### config.mk
export PLATFORM = sky130hd
export DESIGN_NAME = irq_level_mirror
export DESIGN_NICKNAME = d
export VERILOG_FILES = /design/src/rtl/irq_mirror_pkg.sv /design/src/rtl/irq_change_sender.sv /design/src/rtl/irq_update_receiver.sv /design/src/rtl/err_sticky_bank.sv /design/src/rtl/irq_level_mirror.sv
export SDC_FILE = /design/constraint.sdc
export NUM_CORES = 1
export LEC_CHECK = 0
export BUFFER_PORTS_ARGS = -buffer_cell sky130_fd_sc_hd__clkbuf_2
export CELL_PAD_IN_SITES_DETAIL_PLACEMENT = 1
export CELL_PAD_IN_SITES_GLOBAL_PLACEMENT = 2
export CORE_ASPECT_RATIO = 0.8
export CORE_MARGIN = 2
export CORE_UTILIZATION = 27
export CTS_BUF_LIST = sky130_fd_sc_hd__clkbuf_2
export CTS_CLUSTER_DIAMETER = 80
export DETAILED_ROUTE_END_ITERATION = 6
export GPL_TIMING_DRIVEN = 0
export PLACE_DENSITY = 0.76
export SLEW_MARGIN = 20
export SYNTH_ARGS = -nofsm -noshare
export SYNTH_HDL_FRONTEND = slang
export SYNTH_SLANG_ARGS = --single-unit
### constraint.sdc
create_clock -name clk -period 1.1 [get_ports clk]
set_clock_uncertainty 0.2 [all_clocks]
set_input_delay 0.22 -clock clk [delete_from_list [all_inputs] [get_ports clk]]
set_output_delay 0.22 -clock clk [all_outputs]
set_load 0.03 [all_outputs]
### src/rtl/irq_mirror_pkg.sv
package irq_mirror_pkg;
  // Sticky error flag positions, shared by RTL and bench
  localparam int ERR_LINK  = 0;
  localparam int ERR_MBIT  = 1;
  localparam int ERR_CFG   = 2;
  localparam int ERR_COUNT = 3;

  typedef logic [ERR_COUNT-1:0] err_vec_t;
endpackage

### src/rtl/irq_change_sender.sv
module irq_change_sender #(
  parameter int IRQ_W = 8
) (
  input  logic             clk,
  input  logic             rst_n,
  input  logic [IRQ_W-1:0] irq_in,
  input  logic             tx_gnt,
  output logic             tx_req,
  output logic [IRQ_W-1:0] tx_vec,
  output logic             chg_o
);
  logic [IRQ_W-1:0] samp_q;
  logic [IRQ_W-1:0] prev_q;
  logic             req_q;
  logic             grant_hit;

  // Nonzero difference between two samples
  function automatic logic level_delta(input logic [IRQ_W-1:0] a,
                                       input logic [IRQ_W-1:0] b);
    return |(a ^ b);
  endfunction

  assign chg_o     = level_delta(samp_q, prev_q);
  assign grant_hit = req_q & tx_gnt;

  always_ff @(posedge clk or negedge rst_n) begin
    if (!rst_n) begin
      samp_q <= '0;
      prev_q <= '0;
      req_q  <= 1'b0;
    end else begin
      samp_q <= irq_in;
      prev_q <= samp_q;
      // a pending request absorbs later changes; grant carries newest sample
      if (req_q) req_q <= ~tx_gnt;
      else       req_q <= chg_o;
    end
  end

  assign tx_req = req_q;
  assign tx_vec = samp_q;

  a_r3_req_held: assert property (@(posedge clk) disable iff (!rst_n)
    (tx_req && !tx_gnt) |=> tx_req);

  a_r5_drop_after_grant: assert property (@(posedge clk) disable iff (!rst_n)
    grant_hit |=> !tx_req);

  a_r2_launch: assert property (@(posedge clk) disable iff (!rst_n)
    (chg_o && !tx_req) |=> tx_req);

  a_r6_quiet: assert property (@(posedge clk) disable iff (!rst_n)
    (!chg_o && !tx_req) |=> !tx_req);
endmodule

### src/rtl/irq_update_receiver.sv
module irq_update_receiver #(
  parameter int IRQ_W = 8
) (
  input  logic             clk,
  input  logic             rst_n,
  input  logic             rx_valid,
  input  logic [IRQ_W-1:0] rx_vec,
  output logic [IRQ_W-1:0] irq_out
);
  logic [IRQ_W-1:0] mirror_q;

  always_ff @(posedge clk or negedge rst_n) begin
    if (!rst_n)        mirror_q <= '0;
    else if (rx_valid) mirror_q <= rx_vec;
  end

  assign irq_out = mirror_q;

  a_r7_capture: assert property (@(posedge clk) disable iff (!rst_n)
    rx_valid |=> (irq_out == $past(rx_vec)));

  a_r7_hold: assert property (@(posedge clk) disable iff (!rst_n)
    !rx_valid |=> $stable(irq_out));
endmodule

### src/rtl/err_sticky_bank.sv
module err_sticky_bank
  import irq_mirror_pkg::*;
(
  input  logic     clk,
  input  logic     rst_n,
  input  logic     link_active,
  input  logic     peer_reset_evt,
  input  logic     multibit_evt,
  input  logic     cfg_mismatch_evt,
  output err_vec_t err_flags,
  output logic     err_irq
);
  err_vec_t set_v;
  err_vec_t flag_q;

  always_comb begin
    set_v           = '0;
    set_v[ERR_LINK] = peer_reset_evt & link_active;
    set_v[ERR_MBIT] = multibit_evt;
    set_v[ERR_CFG]  = cfg_mismatch_evt;
  end

  for (genvar i = 0; i < ERR_COUNT; i++) begin : g_flag
    always_ff @(posedge clk or negedge rst_n) begin
      if (!rst_n)        flag_q[i] <= 1'b0;
      else if (set_v[i]) flag_q[i] <= 1'b1;
    end

    a_r10_sticky: assert property (@(posedge clk) disable iff (!rst_n)
      flag_q[i] |=> flag_q[i]);
  end

  assign err_flags = flag_q;
  assign err_irq   = |flag_q;

  a_r8_link_gated: assert property (@(posedge clk) disable iff (!rst_n)
    !link_active |=> (err_flags[ERR_LINK] == $past(err_flags[ERR_LINK])));

  a_r9_mbit_set: assert property (@(posedge clk) disable iff (!rst_n)
    multibit_evt |=> err_flags[ERR_MBIT]);

  a_r11_irq_no_fall: assert property (@(posedge clk) disable iff (!rst_n)
    !$fell(err_irq));
endmodule

### src/rtl/irq_level_mirror.sv
module irq_level_mirror
  import irq_mirror_pkg::*;
#(
  parameter int IRQ_W = 8
) (
  input  logic             clk,
  input  logic             rst_n,
  input  logic [IRQ_W-1:0] irq_in,
  input  logic             tx_gnt,
  output logic             tx_req,
  output logic [IRQ_W-1:0] tx_vec,
  input  logic             rx_valid,
  input  logic [IRQ_W-1:0] rx_vec,
  output logic [IRQ_W-1:0] irq_out,
  input  logic             link_active,
  input  logic             peer_reset_evt,
  input  logic             multibit_evt,
  input  logic             cfg_mismatch_evt,
  output logic [2:0]       err_flags,
  output logic             err_irq
);
  logic     chg_evt;
  err_vec_t flags_w;

  irq_change_sender #(.IRQ_W(IRQ_W)) u_send (
    .clk    (clk),
    .rst_n  (rst_n),
    .irq_in (irq_in),
    .tx_gnt (tx_gnt),
    .tx_req (tx_req),
    .tx_vec (tx_vec),
    .chg_o  (chg_evt)
  );

  irq_update_receiver #(.IRQ_W(IRQ_W)) u_recv (
    .clk      (clk),
    .rst_n    (rst_n),
    .rx_valid (rx_valid),
    .rx_vec   (rx_vec),
    .irq_out  (irq_out)
  );

  err_sticky_bank u_err (
    .clk              (clk),
    .rst_n            (rst_n),
    .link_active      (link_active),
    .peer_reset_evt   (peer_reset_evt),
    .multibit_evt     (multibit_evt),
    .cfg_mismatch_evt (cfg_mismatch_evt),
    .err_flags        (flags_w),
    .err_irq          (err_irq)
  );

  assign err_flags = flags_w;

  // a stalled send request must not block capture of received updates
  a_r12_paths_apart: assert property (@(posedge clk) disable iff (!rst_n)
    (rx_valid && tx_req && !tx_gnt) |=> (tx_req && irq_out == $past(rx_vec)));
endmodule

Yosys cells after proc, flatten, opt, wreduce, memory -nomap -nowiden
Cells that the tools add are included.

word-level totals
  register bits after elaboration = 28
  input port bits = 24

cells by class
  multiplexer cells = 1
  bitwise gates (word level) = 3
  reduce and logical (&&, ||, !) cells = 2

operators by type and width
  kind              count
  $reduce_or A8 Y1  1
  $xor A8 B8 Y8     1
  $reduce_or A3 Y1  1
  $and A1 B1 Y1     1
  $mux W1           1
  $not A1 Y1        1

Depth between registers and ports, before layout
Gate-level depths: netlist of the first run.

  depth after elaboration = 3
  depth in mapped cells = 3

Cells and area by module
From an unflattened synthesis of the first run, not the netlist that was laid out.

unflattened totals
  cell total of the unflattened synthesis = 55
  area, all modules = 960.9 sq um

by module, submodules not included
  module               instances  cells an instance  area an instance (sq um)
  irq_change_sender    1          31                 528.0
  irq_update_receiver  1          17                 331.6
  err_sticky_bank      1          7                  101.3

Worst setup path after synthesis of the first run
No wires, ideal clock.

  kind = reg-to-output
  start point = register u_err.flag_q[1], in the netlist u_err.err_flags[1]
  end point = output port err_irq
  arrival = 1,019 ps
  path slack = -339 ps
  cell stages (with the launch flop) = 2
  buffers on the path = 0
  cell sequence = dfrtp_1 or3_1

between the ends
  word-level cells in the longest chain between the ends = 1

RTL lines
  element                           RTL line                text
  start: declaration                err_sticky_bank.sv:14   err_vec_t flag_q;
  start signal: indexed assignment  err_sticky_bank.sv:25   if (!rst_n) flag_q[i] <= 1'b0;
  start signal: indexed assignment  err_sticky_bank.sv:26   else if (set_v[i]) flag_q[i] <= 1'b1;
  $reduce_or A3 Y1                  err_sticky_bank.sv:34   assign err_irq = |flag_q;
  end: declaration                  irq_level_mirror.sv:20  output logic err_irq

No other way between the ends.

Worst setup path in the final report of the first run
Same ends and word-level chain as after synthesis.

==> flow_metrics.py, run 1 <==
metrics = {
    "outcome": {
        "status": "complete, but fails checks",
        "violations": "hold timing, setup timing",
    },
    "setup_path": {
        "worstPathRequired_ns": 0.68,
        "crit_type": "reg2out",
        "worstPathMaxFanout": 2,
        "arrival_ns": 1.36,
        "ff2ff_setup_slack_ns": -0.30,
        "cp-end-kind": "output pin",
        "start_kind": "flip-flop",
    },
    "global_routing": {
        "grt_pass1_vias": 864,
        "use_met3": 0.0543,
        "met2_usage": 0.240,
        "grt_max_degree": 29,
        "met1_usage": 0.146,
        "antenna_found_initial": 0,
        "grt.busiest_layer": "met2",
        "globalRouteOverflowTotal": 0,
        "grt_usage": 0.131,
        "grt_pass1_wl_um": 3990,
    },
    "power": {
        "p_comb_frac": 0.243,
        "leakage_nw": 0.832,
        "p_switching_mw": 0.541,
        "p_clk_frac": 0.181,
        "sequentialPowerShare": 0.576,
        "power.density_mw_per_mm2": 1110,
        "vdd_drop_max_uv": 712,
        "p_int_mw": 1.46,
        "sw_frac_of_total": 0.270,
    },
    "synth": {
        "synth.largest_area_cell": "dfrtp_1",
        "synth_cell_type_count": 10,
        "yosysSeqAreaShare": 0.764,
        "ys_top_cells_by_area": "dfrtp_1 76%, mux2_2 9.8%, xnor2_1 7.6%",
        "yosys_warnings": 0,
        "ys_ff_latch": 28,
        "synth_area_per_cell_um2": 17.3,
        "netlist.area_leader.share": 0.764,
        "netlist_instances": 53,
        "netlist_area_um2": 917,
        "syn-num-nets": 77,
    },
    "clocking": {
        "insertion_delay_ns": 0.35,
        "cts_root_buf": "clkbuf_2",
        "cts_tree": "done",
        "cts_hold_buf": 21,
        "cts_made_buffers": 3,
        "cts_buffer_depth": 2,
        "clock-sinks": 28,
        "cts.htree.levels": 1,
        "cts.reportedPaths.clkPinSlew_ns": 0.24,
    },
    "cells_and_area": {
        "diodes": 0,
        "layout.nets": 158,
        "multi_input_area_um2": 277,
        "most-common-layout-cells": "25 x clkbuf_2, 21 x dlygate4sd3_1, 20 x buf_8, 18 x dfrtp_1, 10 x dfrtp_2",
        "seq_area_um2": 713,
        "area_delta_synth_final_pct": 97.4,
        "layout-drive-gt1-share": 0.662,
        "fillerInstances": 311,
        "final_common_cell": "clkbuf_2",
    },
    "hold_path": {
        "min_path_type": "in2async",
    },
    "sta": {
        "maxSlewHeadroom": 0.543,
        "hold_viol": 28,
        "grt_setup_unrepaired": "yes",
        "fin_crit_ns": 1.78,
        "layout_setup_ws_ns": -0.683,
        "setup_violations": 23,
        "slew_viol_final": 0,
        "tightestPinTransition_ns": 0.685,
        "clock.fmax_ghz": 0.561,
        "whs_ns": -0.346,
        "min_period_over_period": 1.62,
    },
    "floorplan": {
        "die_h_um": 56.1,
        "die_area_mm2": 0.00388,
        "io_pins": 45,
        "die_width_um": 69.2,
        "row_count": 18,
        "initial_core_util": 0.289,
        "core_area_mm2": 0.00318,
    },
    "drt": {
        "dr.pass1.iters": 2,
        "wl_per_cell_um": 13.6,
        "drtAntennaViolNets": 0,
        "post-route-drc-count": 0,
        "via_per_inst": 4.20,
        "num_vias": 726,
        "routed_wl_um": 2360,
        "drt_iter0_drc": 15,
    },
    "placed_design": {
        "place_congestion": 0.713,
        "numPortBuffers": 43,
        "pre_cts_slack_ns": -0.269,
        "dp_hpwl_um": 1380,
    },
    "job": {
        "cap_violations": 0,
    },
}
layout make-up:
| cell class | count | area share |
|---|---|---|
| Buffer | 1 | 0.00276 |
| Sequential cell | 28 | 0.394 |
| Timing Repair Buffer | 76 | 0.413 |
| Clock inverter | 1 | 0.00207 |
| Multi-Input combinational cell | 24 | 0.153 |
| Tap cell | 40 | 0.0276 |
| Clock buffer | 3 | 0.00829 |
synthesized netlist by cell type, drive strengths merged:
cell type / count
nand4: 2
o31a: 1
mux2: 8
a21o: 1
xnor2: 8
nand2: 1
dfrtp: 28
or2: 2
or3: 1
buf: 1
worst max-delay path: stages, from the launching register on:
cell and delay [ns]:
dfrtp_2 0.47, or3_4 0.40, buf_8 0.15
registers in the layout (all words and copies together) (netlist names):
signal and cells:
u_send.tx_vec 8, u_recv.irq_out 8, u_send.prev_q 8, u_send.tx_req 1
u_err.err_flags 3
power by group through the flow:
stage                     logic, mW  clock network (mW)  registers (mW)
after detailed placement      0.279                   0            1.15
after CTS                     0.450               0.384            1.14
after floorplan              0.0648                   0            1.24
final                         0.488               0.363            1.15
after global placement        0.275                   0            1.15
after global routing          0.519               0.431            1.17
final timing paths:
kind	startpoint	to	cells after the start
min	rst_n	u_send.prev_q[5]	1
min in group clk	rx_valid	u_recv.irq_out[3]	2
max reg2reg	u_send.tx_vec[5]	u_send.tx_req	4
min reg2reg	u_send.tx_vec[3]	u_send.prev_q[3]	0
max in group asynchronous	rst_n	u_send.tx_vec[6]	1
max	u_err.err_flags[1]	err_irq	2
cell families after synthesis:
family | share of synthesized area
DFF | 0.764
xor gates and xnor gates | 0.0764
muxes | 0.0982
and+or+nand+nor | 0.0382
AOI/OAI and AO/OA | 0.0177
buffers and inverters | 0.00545
metal layers:
layer | routed length [µm] | vias to the layer above
li1 | - | 333
met1 | 836 | 358
met2 | 1320 | 33
met3 | 188 | 2
met4 | 8 | 0
met5 | 0 | -
timing repair:
action / in CTS / in global routing
resized for setup: 48 / 29
pin swaps: 3 / 2
buffers inserted: 11 / 2
hold endpoints to repair: 48 / 28
endpoints found under the setup margin: 22 / 23
cloned: 0 / 0
metrics by stage:
step	power, mW	instance area, µm²	utilization	instances	setup TNS (ns)
2_1_floorplan	1.31	935	-	53	-0.434
4_1_cts	1.97	1730	0.546	172	-7.80
6_report	2.01	1810	0.570	173	-7.16
5_1_grt	2.11	1810	0.570	173	-9.03
3_5_place_dp	1.43	1200	0.378	136	-0.479
3_3_place_gp	1.42	1200	0.378	136	-0.433
(Power assumes the default switching activity.)
==> run 2, diff against run 1 <==
--- a/config.mk
+++ b/config.mk
@@ -5,12 +5,13 @@
 export SDC_FILE = /design/constraint.sdc
 export NUM_CORES = 1
 export LEC_CHECK = 0
+export ABC_AREA = 1
 export BUFFER_PORTS_ARGS = -buffer_cell sky130_fd_sc_hd__clkbuf_2
 export CELL_PAD_IN_SITES_DETAIL_PLACEMENT = 1
 export CELL_PAD_IN_SITES_GLOBAL_PLACEMENT = 2
 export CORE_ASPECT_RATIO = 0.8
 export CORE_MARGIN = 2
-export CORE_UTILIZATION = 27
+export CORE_UTILIZATION = 26
 export CTS_BUF_LIST = sky130_fd_sc_hd__clkbuf_2
 export CTS_CLUSTER_DIAMETER = 80
 export DETAILED_ROUTE_END_ITERATION = 6
==> flow_metrics.py, run 2 <==
metrics = {
    "global_routing": {
        "grt_pass1_vias": 957,
        "globalRouteOverflowTotal": 0,
        "grt_pass1_wl_um": 4110,
        "grt_max_degree": 29,
        "grt_usage": 0.121,
        "antenna_found_initial": 0,
    },
    "setup_path": {
        "rr_worst_depth": 7,
        "worstPathRequired_ns": 0.68,
        "worstPathMaxFanout": 3,
        "rr_endpoint": "u_send.tx_req",
        "startpoint": "u_err.err_flags[2]",
        "start_kind": "flip-flop",
        "cp-end-kind": "output pin",
        "crit_type": "reg2out",
        "reg2reg_from": "u_send.tx_vec[7]",
        "arrival_ns": 1.14,
        "ff2ff_setup_slack_ns": -0.23,
    },
    "hold_path": {
        "min_path_type": "in2async",
    },
    "drt": {
        "num_vias": 864,
        "via_per_inst": 3.91,
        "routed_wl_um": 2610,
        "drt_iter0_drc": 11,
        "drtAntennaViolNets": 0,
        "post-route-drc-count": 0,
        "wl_per_cell_um": 11.8,
        "dr.pass1.iters": 3,
    },
    "clocking": {
        "cts_root_buf": "clkbuf_2",
        "cts_made_buffers": 3,
        "cts_buffer_depth": 2,
        "clock-sinks": 28,
        "cts_tree": "done",
        "cts.reportedPaths.clkPinSlew_ns": 0.27,
        "insertion_delay_ns": 0.35,
        "cts.htree.levels": 1,
    },
    "cells_and_area": {
        "final_common_cell": "clkbuf_2",
        "layout.nets": 191,
        "fillerInstances": 427,
        "final_cell_area_mm2": 0.00190,
        "most-common-layout-cells": "25 x clkbuf_2, 22 x dlygate4sd3_1, 19 x buf_8, 17 x nand2_1, 17 x dfrtp_1",
        "finalNonFillerCells": 221,
        "layout-drive-gt1-share": 0.524,
        "diodes": 0,
        "area_delta_synth_final_pct": 84.5,
    },
    "sta": {
        "setup_violations": 31,
        "min_period_over_period": 1.41,
        "finalSetupTns_ns": -7.06,
        "hold_viol": 28,
        "layout_setup_ws_ns": -0.456,
        "slew_viol_final": 0,
        "whs_ns": -0.354,
        "grt_setup_unrepaired": "yes",
        "clock.fmax_ghz": 0.643,
        "fin_crit_ns": 1.56,
        "tightestPinTransition_ns": 0.693,
        "maxSlewHeadroom": 0.538,
    },
    "floorplan": {
        "die_h_um": 60.3,
        "core_area_mm2": 0.00380,
        "initial_core_util": 0.270,
        "io_pins": 45,
        "row_count": 20,
        "die_width_um": 74.3,
        "die_area_mm2": 0.00448,
    },
    "synth": {
        "synth_commonest_cells": "28 x dfrtp_1, 20 x nand2_1, 13 x inv_1, 9 x nor2_1, 8 x mux2_4",
        "synth_area_per_cell_um2": 12.1,
        "synth_cell_type_count": 11,
        "synth-async-reset-ratio": 1.00,
        "netlist.area_leader.share": 0.681,
        "ys_top_cells_by_area": "dfrtp_1 68%, mux2_4 12%, nand2_1 7.3%",
        "yosys_most_used_dff": "dfrtp_1",
        "ys_ff_latch": 28,
        "yosysSeqAreaShare": 0.681,
        "synth_most_common_cell": "dfrtp_1",
        "syn-num-nets": 109,
        "synth.largest_area_cell": "dfrtp_1",
        "netlist_area_mm2": 0.00103,
        "yosys_warnings": 0,
        "netlist_instances": 85,
        "synth_edf_count": 0,
    },
    "outcome": {
        "status": "complete, but fails checks",
        "violations": "hold timing, setup timing",
    },
    "placed_design": {
        "place_congestion": 0.713,
        "dp_hpwl_um": 1550,
        "placed_area_mm2": 0.00133,
        "numPortBuffers": 43,
        "dp.cells": 183,
    },
    "power": {
        "vdd_drop_max_uv": 631,
        "total_power_mw": 2.28,
        "power.density_mw_per_mm2": 1200,
        "leakage_nw": 0.949,
    },
    "job": {
        "cap_violations": 0,
    },
}
## run 2: final cells by class
class	instances	area (µm²)	area share
Tap cell	55	68.8	0.0363
Inverter	13	48.8	0.0257
Timing Repair Buffer	77	732	0.386
Clock buffer	3	15.0	0.00791
Clock inverter	1	30.0	0.0158
Sequential cell	28	714	0.376
Buffer	1	11.3	0.00593
Multi-Input combinational cell	43	278	0.146
## run 2: critical path, stage by stage, from the launching register on
cell and delay [ns]:
dfrtp_2 0.48, nor2_2 0.11, nand2_2 0.06, buf_8 0.13
## run 2: cell families after synthesis
logic type / Yosys count / synth area share
and+or+nand+nor: 33 / 0.130
DFF: 28 / 0.681
buffers and inverters: 14 / 0.0584
muxes: 8 / 0.117
AOI/OAI and AO/OA: 1 / 0.00486
xor gates and xnor gates: 1 / 0.00852
## run 2: stage by stage
step                hold WS (ns)   util  setup slack [ns]
floorplan                 -0.276      -           -0.0785
global placement          0.0870  0.350           -0.0523
detailed placement         0.102  0.350           -0.0759
CTS                       -0.374  0.489            -0.515
global route              -0.376  0.499            -0.560
finish                    -0.354  0.499            -0.456
## run 2: how the worst max path moves through the flow
stage	endpoint	slack [ns]	depth (start not counted)
floorplan	u_send.tx_req	-0.08	6
global placement	err_irq	-0.05	3
detailed placement	u_send.tx_req	-0.08	6
CTS	err_irq	-0.51	3
global route	err_irq	-0.56	3
finish	err_irq	-0.46	3
## run 2: timing repair
action	CTS	global route
pin swaps	5	3
endpoints found under the setup margin	22	25
setup buffers	12	0
hold buffers	21	1
gates resized for setup	44	22
endpoints found under the hold margin	48	36
## run 2: power breakdown
part | leakage [nW] | switching [mW] | total, mW | internal [mW]
Combinational | 0.614 | 0.217 | 0.516 | 0.299
Sequential | 0.308 | 0.0551 | 1.15 | 1.10
Clock | 0.0266 | 0.296 | 0.608 | 0.313
## run 2: metal layers
metal / GRT usage / up-vias / part of all wire
met5: 0 / - / 0
met3: 0.0388 / 2 / 0.045
met4: 0.0153 / 0 / 0.0038
met1: 0.117 / 426 / 0.33
li1: - / 414 / -
met2: 0.255 / 22 / 0.62
